**src/rtl/uvlo_pkg.sv**
```systemverilog
// Shared definitions for the undervoltage permission combiner.
// Assumes the rail ordering below, which every mask parameter follows.
package uvlo_pkg;
    localparam int NUM_RAILS = 4;
    localparam int RAIL_LOGIC = 0;
    localparam int RAIL_BIAS  = 1;
    localparam int RAIL_BOOT  = 2;
    localparam int RAIL_SEC   = 3;
    localparam int NUM_CH     = 2;
    localparam int CH_HS      = 0;
    localparam int CH_LS      = 1;

    typedef enum logic {
        SCOPE_GLOBAL  = 1'b0,
        SCOPE_CHANNEL = 1'b1
    } scope_e;
endpackage

```
**src/rtl/uvlo_rail_router.sv**
```systemverilog
// Routes rail trip bits to each channel according to the selected scope.
// Produces, per channel, a blocked flag and a flag asking for a hold-off.
// Assumes trip bits are already qualified upstream. Purely combinational.
module uvlo_rail_router
    import uvlo_pkg::*;
#(
    parameter int          N_RAILS   = NUM_RAILS,
    parameter logic [N_RAILS-1:0] HS_MASK   = '1,
    parameter logic [N_RAILS-1:0] LS_MASK   = 4'b0011,
    parameter logic [N_RAILS-1:0] HOLD_MASK = 4'b1100
) (
    input  logic [N_RAILS-1:0] rail_trip,
    input  logic               scope,
    output logic [NUM_CH-1:0]  blocked,
    output logic [NUM_CH-1:0]  hold_req
);
    localparam logic [N_RAILS-1:0] ALL_RAILS = '1;

    for (genvar ch = 0; ch < NUM_CH; ch++) begin : g_ch
        localparam logic [N_RAILS-1:0] CH_MASK = (ch == CH_HS) ? HS_MASK : LS_MASK;
        logic [N_RAILS-1:0] eff_mask;
        logic [N_RAILS-1:0] hit;

        // Pick the rail set feeding this channel under the current scope.
        always_comb begin
            eff_mask = (scope == SCOPE_GLOBAL) ? ALL_RAILS : CH_MASK;
            hit      = rail_trip & eff_mask;
        end

        assign blocked[ch]  = |hit;
        assign hold_req[ch] = |(hit & HOLD_MASK);
    end
endmodule

```
**src/rtl/uvlo_chan_recovery.sv**
```systemverilog
// Per-channel recovery tracker. A channel is ready when it is not blocked
// and no hold-off is outstanding. A hold-off is armed by any hold-class
// trip while blocked. It then needs HOLD_CYC clear edges before ready rises,
// and it restarts if the channel is blocked again.
module uvlo_chan_recovery #(
    parameter int HOLD_CYC = 8,
    localparam int CNT_W = $clog2(HOLD_CYC + 1)
) (
    input  logic clk,
    input  logic rst_n,
    input  logic blocked,
    input  logic hold_req,
    output logic ready
);
    logic             need_hold;
    logic [CNT_W-1:0] hold_cnt;

    assign ready = !blocked && !need_hold;

    // Arm, count and release the recovery hold-off.
    always_ff @(posedge clk) begin
        if (!rst_n) begin
            need_hold <= 1'b0;
            hold_cnt  <= '0;
        end else if (blocked) begin
            hold_cnt <= '0;
            if (hold_req) need_hold <= 1'b1;
        end else if (need_hold) begin
            if (hold_cnt == CNT_W'(HOLD_CYC - 1)) begin
                need_hold <= 1'b0;
                hold_cnt  <= '0;
            end else begin
                hold_cnt <= hold_cnt + 1'b1;
            end
        end
    end

    // a hold-class trip keeps the channel not ready on the next cycle.
    assert_hold_blocks_R6: assert property (@(posedge clk) disable iff (!rst_n)
        (blocked && hold_req) |=> !ready);
endmodule

```
**src/rtl/uvlo_sync_gate.sv**
```systemverilog
// Registers the two channel permissions. When joint re-enable is selected,
// a channel that is off may rise only when the other channel is also
// ready, so two channels that are both off return on the same edge.
module uvlo_sync_gate
    import uvlo_pkg::*;
(
    input  logic              clk,
    input  logic              rst_n,
    input  logic              sync_en,
    input  logic [NUM_CH-1:0] ready,
    output logic [NUM_CH-1:0] perm
);
    logic [NUM_CH-1:0] perm_d;

    // Next permission per channel, with the joint-recovery condition.
    always_comb begin
        perm_d[CH_HS] = ready[CH_HS] && (!sync_en || perm[CH_HS] || ready[CH_LS]);
        perm_d[CH_LS] = ready[CH_LS] && (!sync_en || perm[CH_LS] || ready[CH_HS]);
    end

    // Hold the registered permissions.
    always_ff @(posedge clk) begin
        if (!rst_n) perm <= '0;
        else        perm <= perm_d;
    end

    // with joint re-enable, two off channels never rise one at a time.
    assert_joint_rise_R7: assert property (@(posedge clk) disable iff (!rst_n)
        (sync_en && perm == 2'b00) |=> (perm == 2'b00 || perm == 2'b11));
endmodule

```
**src/rtl/uvlo_cause_reg.sv**
```systemverilog
// Sticky record of the rails that took part in the most recent trip.
// Newly rising trip bits replace the content. A clear pulse removes the
// bits it marks, and a capture on the same edge wins over the clear.
module uvlo_cause_reg #(
    parameter int N_RAILS = 4
) (
    input  logic               clk,
    input  logic               rst_n,
    input  logic [N_RAILS-1:0] rail_trip,
    input  logic [N_RAILS-1:0] clr,
    output logic [N_RAILS-1:0] cause
);
    logic [N_RAILS-1:0] trip_q;
    logic [N_RAILS-1:0] new_trip;

    assign new_trip = rail_trip & ~trip_q;

    // Track the previous trip state for edge detection.
    always_ff @(posedge clk) begin
        if (!rst_n) trip_q <= '0;
        else        trip_q <= rail_trip;
    end

    // Capture a new cause or apply the write-one-to-clear pulse.
    always_ff @(posedge clk) begin
        if (!rst_n)          cause <= '0;
        else if (|new_trip)  cause <= new_trip;
        else                 cause <= cause & ~clr;
    end

    // a new trip is captured exactly.
    assert_capture_R8: assert property (@(posedge clk) disable iff (!rst_n)
        (|new_trip) |=> (cause == $past(new_trip)));
    // cleared bits are zero unless a capture took place.
    assert_w1c_R9: assert property (@(posedge clk) disable iff (!rst_n)
        (new_trip == '0) |=> ((cause & $past(clr)) == '0));
endmodule

```
**src/rtl/uvlo_perm_combiner.sv**
```systemverilog
// Top of the multi-rail undervoltage permission combiner for one
// half-bridge. It routes the rail trips by scope, tracks recovery and
// hold-off per channel, applies joint re-enable, gates the PWM commands
// and records the trip cause. Trip inputs are assumed to be synchronous
// and qualified. Reset is synchronous, active low.
module uvlo_perm_combiner
    import uvlo_pkg::*;
#(
    parameter int HOLD_CYC = 8,
    parameter logic [NUM_RAILS-1:0] HS_MASK   = 4'b1111,
    parameter logic [NUM_RAILS-1:0] LS_MASK   = 4'b0011,
    parameter logic [NUM_RAILS-1:0] HOLD_MASK = 4'b1100
) (
    input  logic                 clk,
    input  logic                 rst_n,
    input  logic [NUM_RAILS-1:0] rail_trip,
    input  logic                 cfg_scope,
    input  logic                 cfg_sync,
    input  logic                 drive_en,
    input  logic                 pwm_hi,
    input  logic                 pwm_lo,
    input  logic [NUM_RAILS-1:0] cause_clr,
    output logic                 perm_global,
    output logic                 perm_hs,
    output logic                 perm_ls,
    output logic                 gate_hs,
    output logic                 gate_ls,
    output logic [NUM_RAILS-1:0] trip_cause
);
    logic [NUM_CH-1:0] blocked;
    logic [NUM_CH-1:0] hold_req;
    logic [NUM_CH-1:0] ready;
    logic [NUM_CH-1:0] perm;

    uvlo_rail_router #(
        .N_RAILS(NUM_RAILS), .HS_MASK(HS_MASK),
        .LS_MASK(LS_MASK), .HOLD_MASK(HOLD_MASK)
    ) u_router (
        .rail_trip(rail_trip), .scope(cfg_scope),
        .blocked(blocked), .hold_req(hold_req)
    );

    for (genvar ch = 0; ch < NUM_CH; ch++) begin : g_rec
        uvlo_chan_recovery #(.HOLD_CYC(HOLD_CYC)) u_rec (
            .clk(clk), .rst_n(rst_n),
            .blocked(blocked[ch]), .hold_req(hold_req[ch]),
            .ready(ready[ch])
        );
    end

    uvlo_sync_gate u_sync (
        .clk(clk), .rst_n(rst_n), .sync_en(cfg_sync),
        .ready(ready), .perm(perm)
    );

    uvlo_cause_reg #(.N_RAILS(NUM_RAILS)) u_cause (
        .clk(clk), .rst_n(rst_n), .rail_trip(rail_trip),
        .clr(cause_clr), .cause(trip_cause)
    );

    // Drive the permission and gate outputs; undervoltage dominates.
    always_comb begin
        perm_hs     = perm[CH_HS];
        perm_ls     = perm[CH_LS];
        perm_global = perm_hs && perm_ls;
        gate_hs     = perm_hs && drive_en && pwm_hi;
        gate_ls     = perm_ls && drive_en && pwm_lo;
    end

    // in global scope any trip removes both permissions.
    assert_global_trip_R1: assert property (@(posedge clk) disable iff (!rst_n)
        (cfg_scope == SCOPE_GLOBAL && |rail_trip) |=> (!perm_hs && !perm_ls));
    // in per-channel scope the low side survives high-side-only trips.
    assert_ls_isolated_R2: assert property (@(posedge clk) disable iff (!rst_n)
        (cfg_scope == SCOPE_CHANNEL && (rail_trip & LS_MASK) == '0 && perm_ls)
        |=> perm_ls);
    // a mapped trip leaves no gate output high on the next cycle.
    assert_gate_dominance_R4: assert property (@(posedge clk) disable iff (!rst_n)
        (|(rail_trip & LS_MASK)) |=> (!gate_hs && !gate_ls));
endmodule

```
**config.mk**
```make
export PLATFORM = sky130hd
export DESIGN_NAME = uvlo_perm_combiner
export DESIGN_NICKNAME = d
export VERILOG_FILES = /design/src/rtl/uvlo_pkg.sv /design/src/rtl/uvlo_rail_router.sv /design/src/rtl/uvlo_chan_recovery.sv /design/src/rtl/uvlo_sync_gate.sv /design/src/rtl/uvlo_cause_reg.sv /design/src/rtl/uvlo_perm_combiner.sv
export SDC_FILE = /design/constraint.sdc
export NUM_CORES = 1
export LEC_CHECK = 0
export BUFFER_PORTS_ARGS = -buffer_cell sky130_fd_sc_hd__buf_2
export CORE_MARGIN = 2
export CORE_UTILIZATION = 49
export CTS_CLUSTER_SIZE = 25
export DETAILED_ROUTE_END_ITERATION = 10
export PLACE_DENSITY = 0.78
export SYNTH_ARGS = -nofsm -noshare
export SYNTH_HDL_FRONTEND = slang
export SYNTH_SLANG_ARGS = --single-unit
export TNS_END_PERCENT = 1
```
**constraint.sdc**
```tcl
create_clock -name clk -period 1.18 [get_ports clk]
set_input_delay 0.059 -clock clk [delete_from_list [all_inputs] [get_ports clk]]
set_output_delay 0.059 -clock clk [all_outputs]
set_load 0.02 [all_outputs]
```
# [Yosys cells after proc, flatten, opt, wreduce, memory -nomap -nowiden]
# Cells that the tools add are included.
[word_totals] regBits=20 inputBits=15
[op_classes] n_addsub=2 eq_ne=4 mux=12 bitwise=6 n_reduce_logical=25
[ops] operator="2-to-1 mux 4 bit" n=4
[ops] operator="AND 4 bit" n=3
[ops] operator="OR reduction 4 bit" n=3
[ops] operator="OR reduction 5 bit" n=2
[ops] operator="logical AND 1 bit" n=9
[ops] operator="adder 4 x 1 -> 4 bit, second input constant" n=2
[ops] operator="== test 4 x 3 -> 1 bit, second input constant" n=2
[ops] operator="2-to-1 mux 1 bit" n=8
[ops] operator="inverter 4 bit" n=2
[ops] operator="zero test 1 bit" n=5
[ops] operator="logical OR 1 bit" n=4
[ops] operator="!= test 2 bit, second input constant" n=2
[ops] operator="OR reduction 2 bit" n=2
[ops] operator="inverter 1 bit" n=1

# [Longest topological paths before layout]
[depth] word_depth=7 mapped_depth=4

# [By module]
# Synthesis repeated with hierarchy kept, for this count alone.
[hier_totals] cells_unflattened=97 hier_area_um2=908.4
[by_module_without_submodules] mod="uvlo_chan_recovery" n_inst=2 cells_each=26 area_each_um2=249.0 seq_area_each_um2=100.1
[by_module_without_submodules] mod="uvlo_cause_reg" n_inst=1 cells_each=28 area_each_um2=300.3 seq_area_each_um2=160.2
[by_module_without_submodules] mod="uvlo_sync_gate" n_inst=1 cells_each=8 area_each_um2=65.1 seq_area_each_um2=40.0
[by_module_without_submodules] mod="uvlo_rail_router" n_inst=1 cells_each=6 area_each_um2=26.3 seq_area_each_um2=0.0
[by_module_without_submodules] mod="uvlo_perm_combiner" n_inst=1 cells_each=3 area_each_um2=18.8 seq_area_each_um2=0.0

# [Worst setup path before layout]
# Ideal clock, no wire load.
[synth_timing] kind="flip-flop to flip-flop" from="register g_rec[1].u_rec.hold_cnt[0]" to="register g_rec[1].u_rec.hold_cnt[3]" setup_time_ps=68 t_arrival_ps=983 setup_slack_ps=129 stages_incl_launch_ff=4 path_buffers=0 synth_period_minus_slack_ps=1051 path_cell_list="dfxtp_1 ha_1 or3_1 a21oi_2"
[synth_via] elab_chain_cells=2 word_cells_on_any_way=3 cone_classes="1 x add/sub; 1 x eq/ne; 1 x mux"
[synth_lines] element="start: declaration" line="uvlo_chan_recovery.sv:16" source="logic [CNT_W-1:0] hold_cnt;"
[synth_lines] element="start signal: assignment" line="uvlo_chan_recovery.sv:33" source="hold_cnt <= hold_cnt + 1'b1;"
[synth_lines] element="adder 4 x 1 -> 4 bit or == test 4 x 3 -> 1 bit (tied branches)" line="uvlo_chan_recovery.sv:33, uvlo_chan_recovery.sv:29"
[synth_lines] element="2-to-1 mux 4 bit (*)" line="uvlo_chan_recovery.sv:29" source="if (hold_cnt == CNT_W'(HOLD_CYC - 1)) begin"
# Every way passes the cells marked *; elsewhere a longest branch is shown, timed or not.
# A chain may end at the register's enable or synchronous reset.

# [Final worst setup path]
[layout_timing] from="register g_rec[0].u_rec.hold_cnt[0]" to="register g_rec[0].u_rec.need_hold"
[layout_via] elab_chain_cells=4
[layout_lines] element="start: declaration" line="uvlo_chan_recovery.sv:16"
[layout_lines] element="start signal: assignment" line="uvlo_chan_recovery.sv:33"
[layout_lines] element="== test 4 x 3 -> 1 bit" line="uvlo_chan_recovery.sv:29"
[layout_lines] element="2-to-1 mux 1 bit" line="uvlo_chan_recovery.sv:29"
[layout_lines] element="2-to-1 mux 1 bit" line="uvlo_chan_recovery.sv:28" source="end else if (need_hold) begin"
[layout_lines] element="2-to-1 mux 1 bit" line="uvlo_chan_recovery.sv:25" source="end else if (blocked) begin"
[layout_lines] element="end signal: assignment" line="uvlo_chan_recovery.sv:23" source="need_hold <= 1'b0;"
[layout_lines] element="end signal: assignment" line="uvlo_chan_recovery.sv:27" source="if (hold_req) need_hold <= 1'b1;"
[layout_lines] element="end signal: assignment" line="uvlo_chan_recovery.sv:30" source="need_hold <= 1'b0;"
[layout_lines] element="end: declaration" line="uvlo_chan_recovery.sv:15" source="logic need_hold;"
# Every way passes these cells.

==> flow_metrics.py <==
metrics = {
    "worst_setup_path": {
        "crit_arrival_ns": 1.32,
        "cp_slowest_cell": "dfxtp_2",
        "path_max_fanout": 4,
        "cp_data_required_time_ns": 1.38,
        "r2r_cells": 4,
        "worstPathCellList": "ha_1, nand3b_1, o31ai_1, a21oi_1",
        "startpoint": "g_rec[0].u_rec.hold_cnt[0]$_SDFFE_PP0P_",
        "rrSetupSlack_ns": 0.06,
        "critPathTopFamily": "flip-flops",
        "path_class": "reg2reg",
        "worst_path_largest_cell_delay_ns": 0.37,
        "rr_endpoint": "g_rec[0].u_rec.need_hold$_SDFFE_PN0P_",
        "reg2reg_from": "g_rec[0].u_rec.hold_cnt[0]$_SDFFE_PP0P_",
        "cp-start-kind": "flop",
        "cp.buffers_inverters": 0,
        "end_kind": "flop",
    },
    "floorplanning": {
        "core-area_mm2": 0.001670,
        "die_w_um": 45.67,
        "dieArea_mm2": 0.002086,
        "boundaryPins": 24,
        "start_util_pct": 50.94,
        "fp.dieH_um": 45.67,
        "rows": 15,
    },
    "min_path": {
        "hold_start": "rail_trip[0]",
        "timing.hold.worst_path_depth": 2,
        "hold_class": "in2reg",
        "holdPathEnd": "u_cause.trip_q[0]$_SDFF_PN0_",
    },
    "sta": {
        "holdWs_ns": 0.01250,
        "fin_skew_ns": 0.007927,
        "rsz0062_at_grt": "no",
        "fin_crit_sh_pct": 94.87,
        "finalSetupViolCount": 0,
        "final_hold_viol_count": 0,
        "drv_slew": 0,
        "timing.final.crit_period_ns": 1.119,
        "max-slew-margin-rel_pct": 83.44,
        "setup-tns-final_ns": 0,
        "max_freq_mhz": 893.3,
        "worst_slew_pin_slew_ns": 0.2477,
    },
    "synth": {
        "synth_top_area_share_pct": 47.06,
        "synth_cell_types": 31,
        "ys_seq_area_share_pct": 47.06,
        "yosys_warnings": 0,
        "synth_nets": 106,
        "ys_seq_elements": 20,
        "synth_area_um2": 850.8,
        "synthCells": 89,
        "synthTopCellsByArea": "dfxtp_1 (47%), and2_1 (3.7%), nand2b_1 (3.7%)",
        "synth_top_area_cell": "dfxtp_1",
        "syn_avg_cell_area_um2": 9.560,
    },
    "placed_design": {
        "dp_cells": 129,
        "finalWeightedCongestion": 0.7366,
        "port_buffers": 23,
        "dpl_cell_area_um2": 983.4,
        "dp_hpwl_mm": 1.247,
    },
    "status": {
        "status": "finished clean",
    },
    "final_layout": {
        "drive_above_1_share_pct": 31.93,
        "fillers": 147,
        "final_area_mm2": 0.001070,
        "syn2layout_area_growth_pct": 25.74,
        "fin_nets": 137,
        "finalNonFillerCells": 136,
        "antenna_cells": 0,
    },
    "clock_network": {
        "clkTransAtPathRegs_ns": 0.11,
        "cts_tree": "done",
        "clockBufferDepth": 2,
        "root_buffer": "clkbuf_4",
        "cts_buffers": 3,
        "clock_sink_count": 20,
        "cts_max_level": 1,
        "clkLatencyLatePin_ns": 0.31,
    },
    "routing": {
        "dr_total_vias": 730,
        "wirelength_mm": 1.733,
        "drc": 0,
        "drt_pass1_iterations": 4,
        "drt-initial-drc-count": 9,
        "post_drt_wl_per_cell_um": 12.74,
        "postRouteAntennaNets": 0,
        "vias_per_cell": 5.368,
    },
    "global_routing": {
        "track_usage_pct": 19.08,
        "grt_start_max_net_pins": 13,
        "first_global_vias": 702,
        "grt_overflow": 0,
        "antenna_found_initial": 0,
        "grt_pass1_wl_mm": 2.835,
    },
    "pwr": {
        "power_density_mw_per_mm2": 1314,
        "p_leak_uw": 0.0004739,
        "finalPower_uw": 1406,
        "vdd_drop_max_mv": 0.8221,
    },
    "job": {
        "cap_violations": 0,
    },
}
==> final cells by class <==
class	instances	area [um^2]	area share, %
Inverter	3	11.26	1.053
Multi-Input combinational cell	64	420.4	39.30
Sequential cell	20	404.1	37.78
Clock buffer	3	22.52	2.105
Timing Repair Buffer	28	160.2	14.97
Clock inverter	1	30.03	2.807
Tap cell	17	21.27	1.988
==> worst register-to-register path, cell delays in order, from the launching register on <==
cell,delay [ns]
dfxtp_2,0.37
ha_1,0.20
nand3b_1,0.13
o31ai_1,0.23
a21oi_1,0.10
==> worst max path at each step <==
stage	endpoint	slack (ns)	cells after the start
2_1_floorplan	g_rec[1].u_rec.hold_cnt[3]$_SDFFE_PP0P_	0.13	3
3_3_place_gp	g_rec[1].u_rec.hold_cnt[3]$_SDFFE_PP0P_	0.11	3
3_5_place_dp	g_rec[0].u_rec.need_hold$_SDFFE_PN0P_	0.04	4
4_1_cts	g_rec[0].u_rec.need_hold$_SDFFE_PN0P_	0.02	4
5_1_grt	g_rec[1].u_rec.hold_cnt[3]$_SDFFE_PP0P_	0.001	3
6_report	g_rec[0].u_rec.need_hold$_SDFFE_PN0P_	0.06	4
==> timing repair <==
item,4_1_cts,5_1_grt
setup buffers,0,0
endpoints found under the setup margin,0,5
gates resized for setup,0,4
endpoints found under the hold margin,3,0
hold buffers,3,0
==> flip-flops by register name, indices dropped and copies added (netlist names) <==
signal	flops
g_rec.u_rec.hold_cnt	8
u_cause.cause	4
u_cause.trip_q	4
g_rec.u_rec.need_hold	2
u_sync.perm	2
==> metrics by stage <==
step                util, %  setup slack [ns]
floorplan                 -            0.1291
global placement      58.88            0.1127
detailed placement    58.88           0.03746
CTS                   63.82           0.01711
global route          64.04         0.0009776
finish                64.04           0.06059
==> metal layers <==
metal,part of all wire [%],track usage (%),vias up
met5,0,0,-
met4,2.4,10.59,0
met3,2.5,2.381,7
met2,50,34.65,16
met1,45,21.04,329
li1,-,-,378
==> cells by family (layout without fill, tap and decap cells) <==
| kind of cell | Yosys count | count (layout) | share of synthesized area (%) |
|---|---|---|---|
| simple gates | 43 | 43 | 30.00 |
| flops | 20 | 20 | 47.06 |
| compound gates | 15 | 15 | 12.06 |
| buf+inv | 5 | 35 | 3.530 |
| fa+ha+maj | 2 | 2 | 2.941 |
| xor+xnor | 2 | 2 | 2.059 |
| mux | 2 | 2 | 2.353 |
==> cell usage after synthesis (all sizes together) <==
library cell   n
o32ai          2
o21bai         1
o31ai          1
a211oi         1
and2           6
nor3           2
nand4          5
xor2           2
nand3b         3
nor2           6
dfxtp         20
a311oi         1
nand3          2
inv            3
nor3b          1
a21oi          6
nor2b          2
and3           2
ha             2
or3            2
mux2i          2
nand2          7
buf            2
a31oi          1
o21ai          2
nand2b         5
==> layout by cell type (no fill, tap or decap), drive strengths merged <==
master,n
a21oi,6
o31ai,1
nor3b,1
nor2b,2
dlygate4sd3,3
a311oi,1
or3,2
nand4,5
mux2i,2
and2,6
bufinv,1
buf,25
ha,2
o21bai,1
nand3b,3
clkbuf,3
nor3,2
nand2b,5
o32ai,2
xor2,2
dfxtp,20
a211oi,1
nor2,6
nand3,2
and3,2
nand2,7
o21ai,2
a31oi,1
inv,3
==> power breakdown <==
group	leakage [uW]	internal (uW)	switching [uW]	total, uW
Sequential	0.000165	698	15.5	714
Combinational	0.000281	65.4	71.7	137
Clock	0.0000279	344	212	555
Total	0.000474	1110	299	1410
Power figures use the tool's default switching activity.
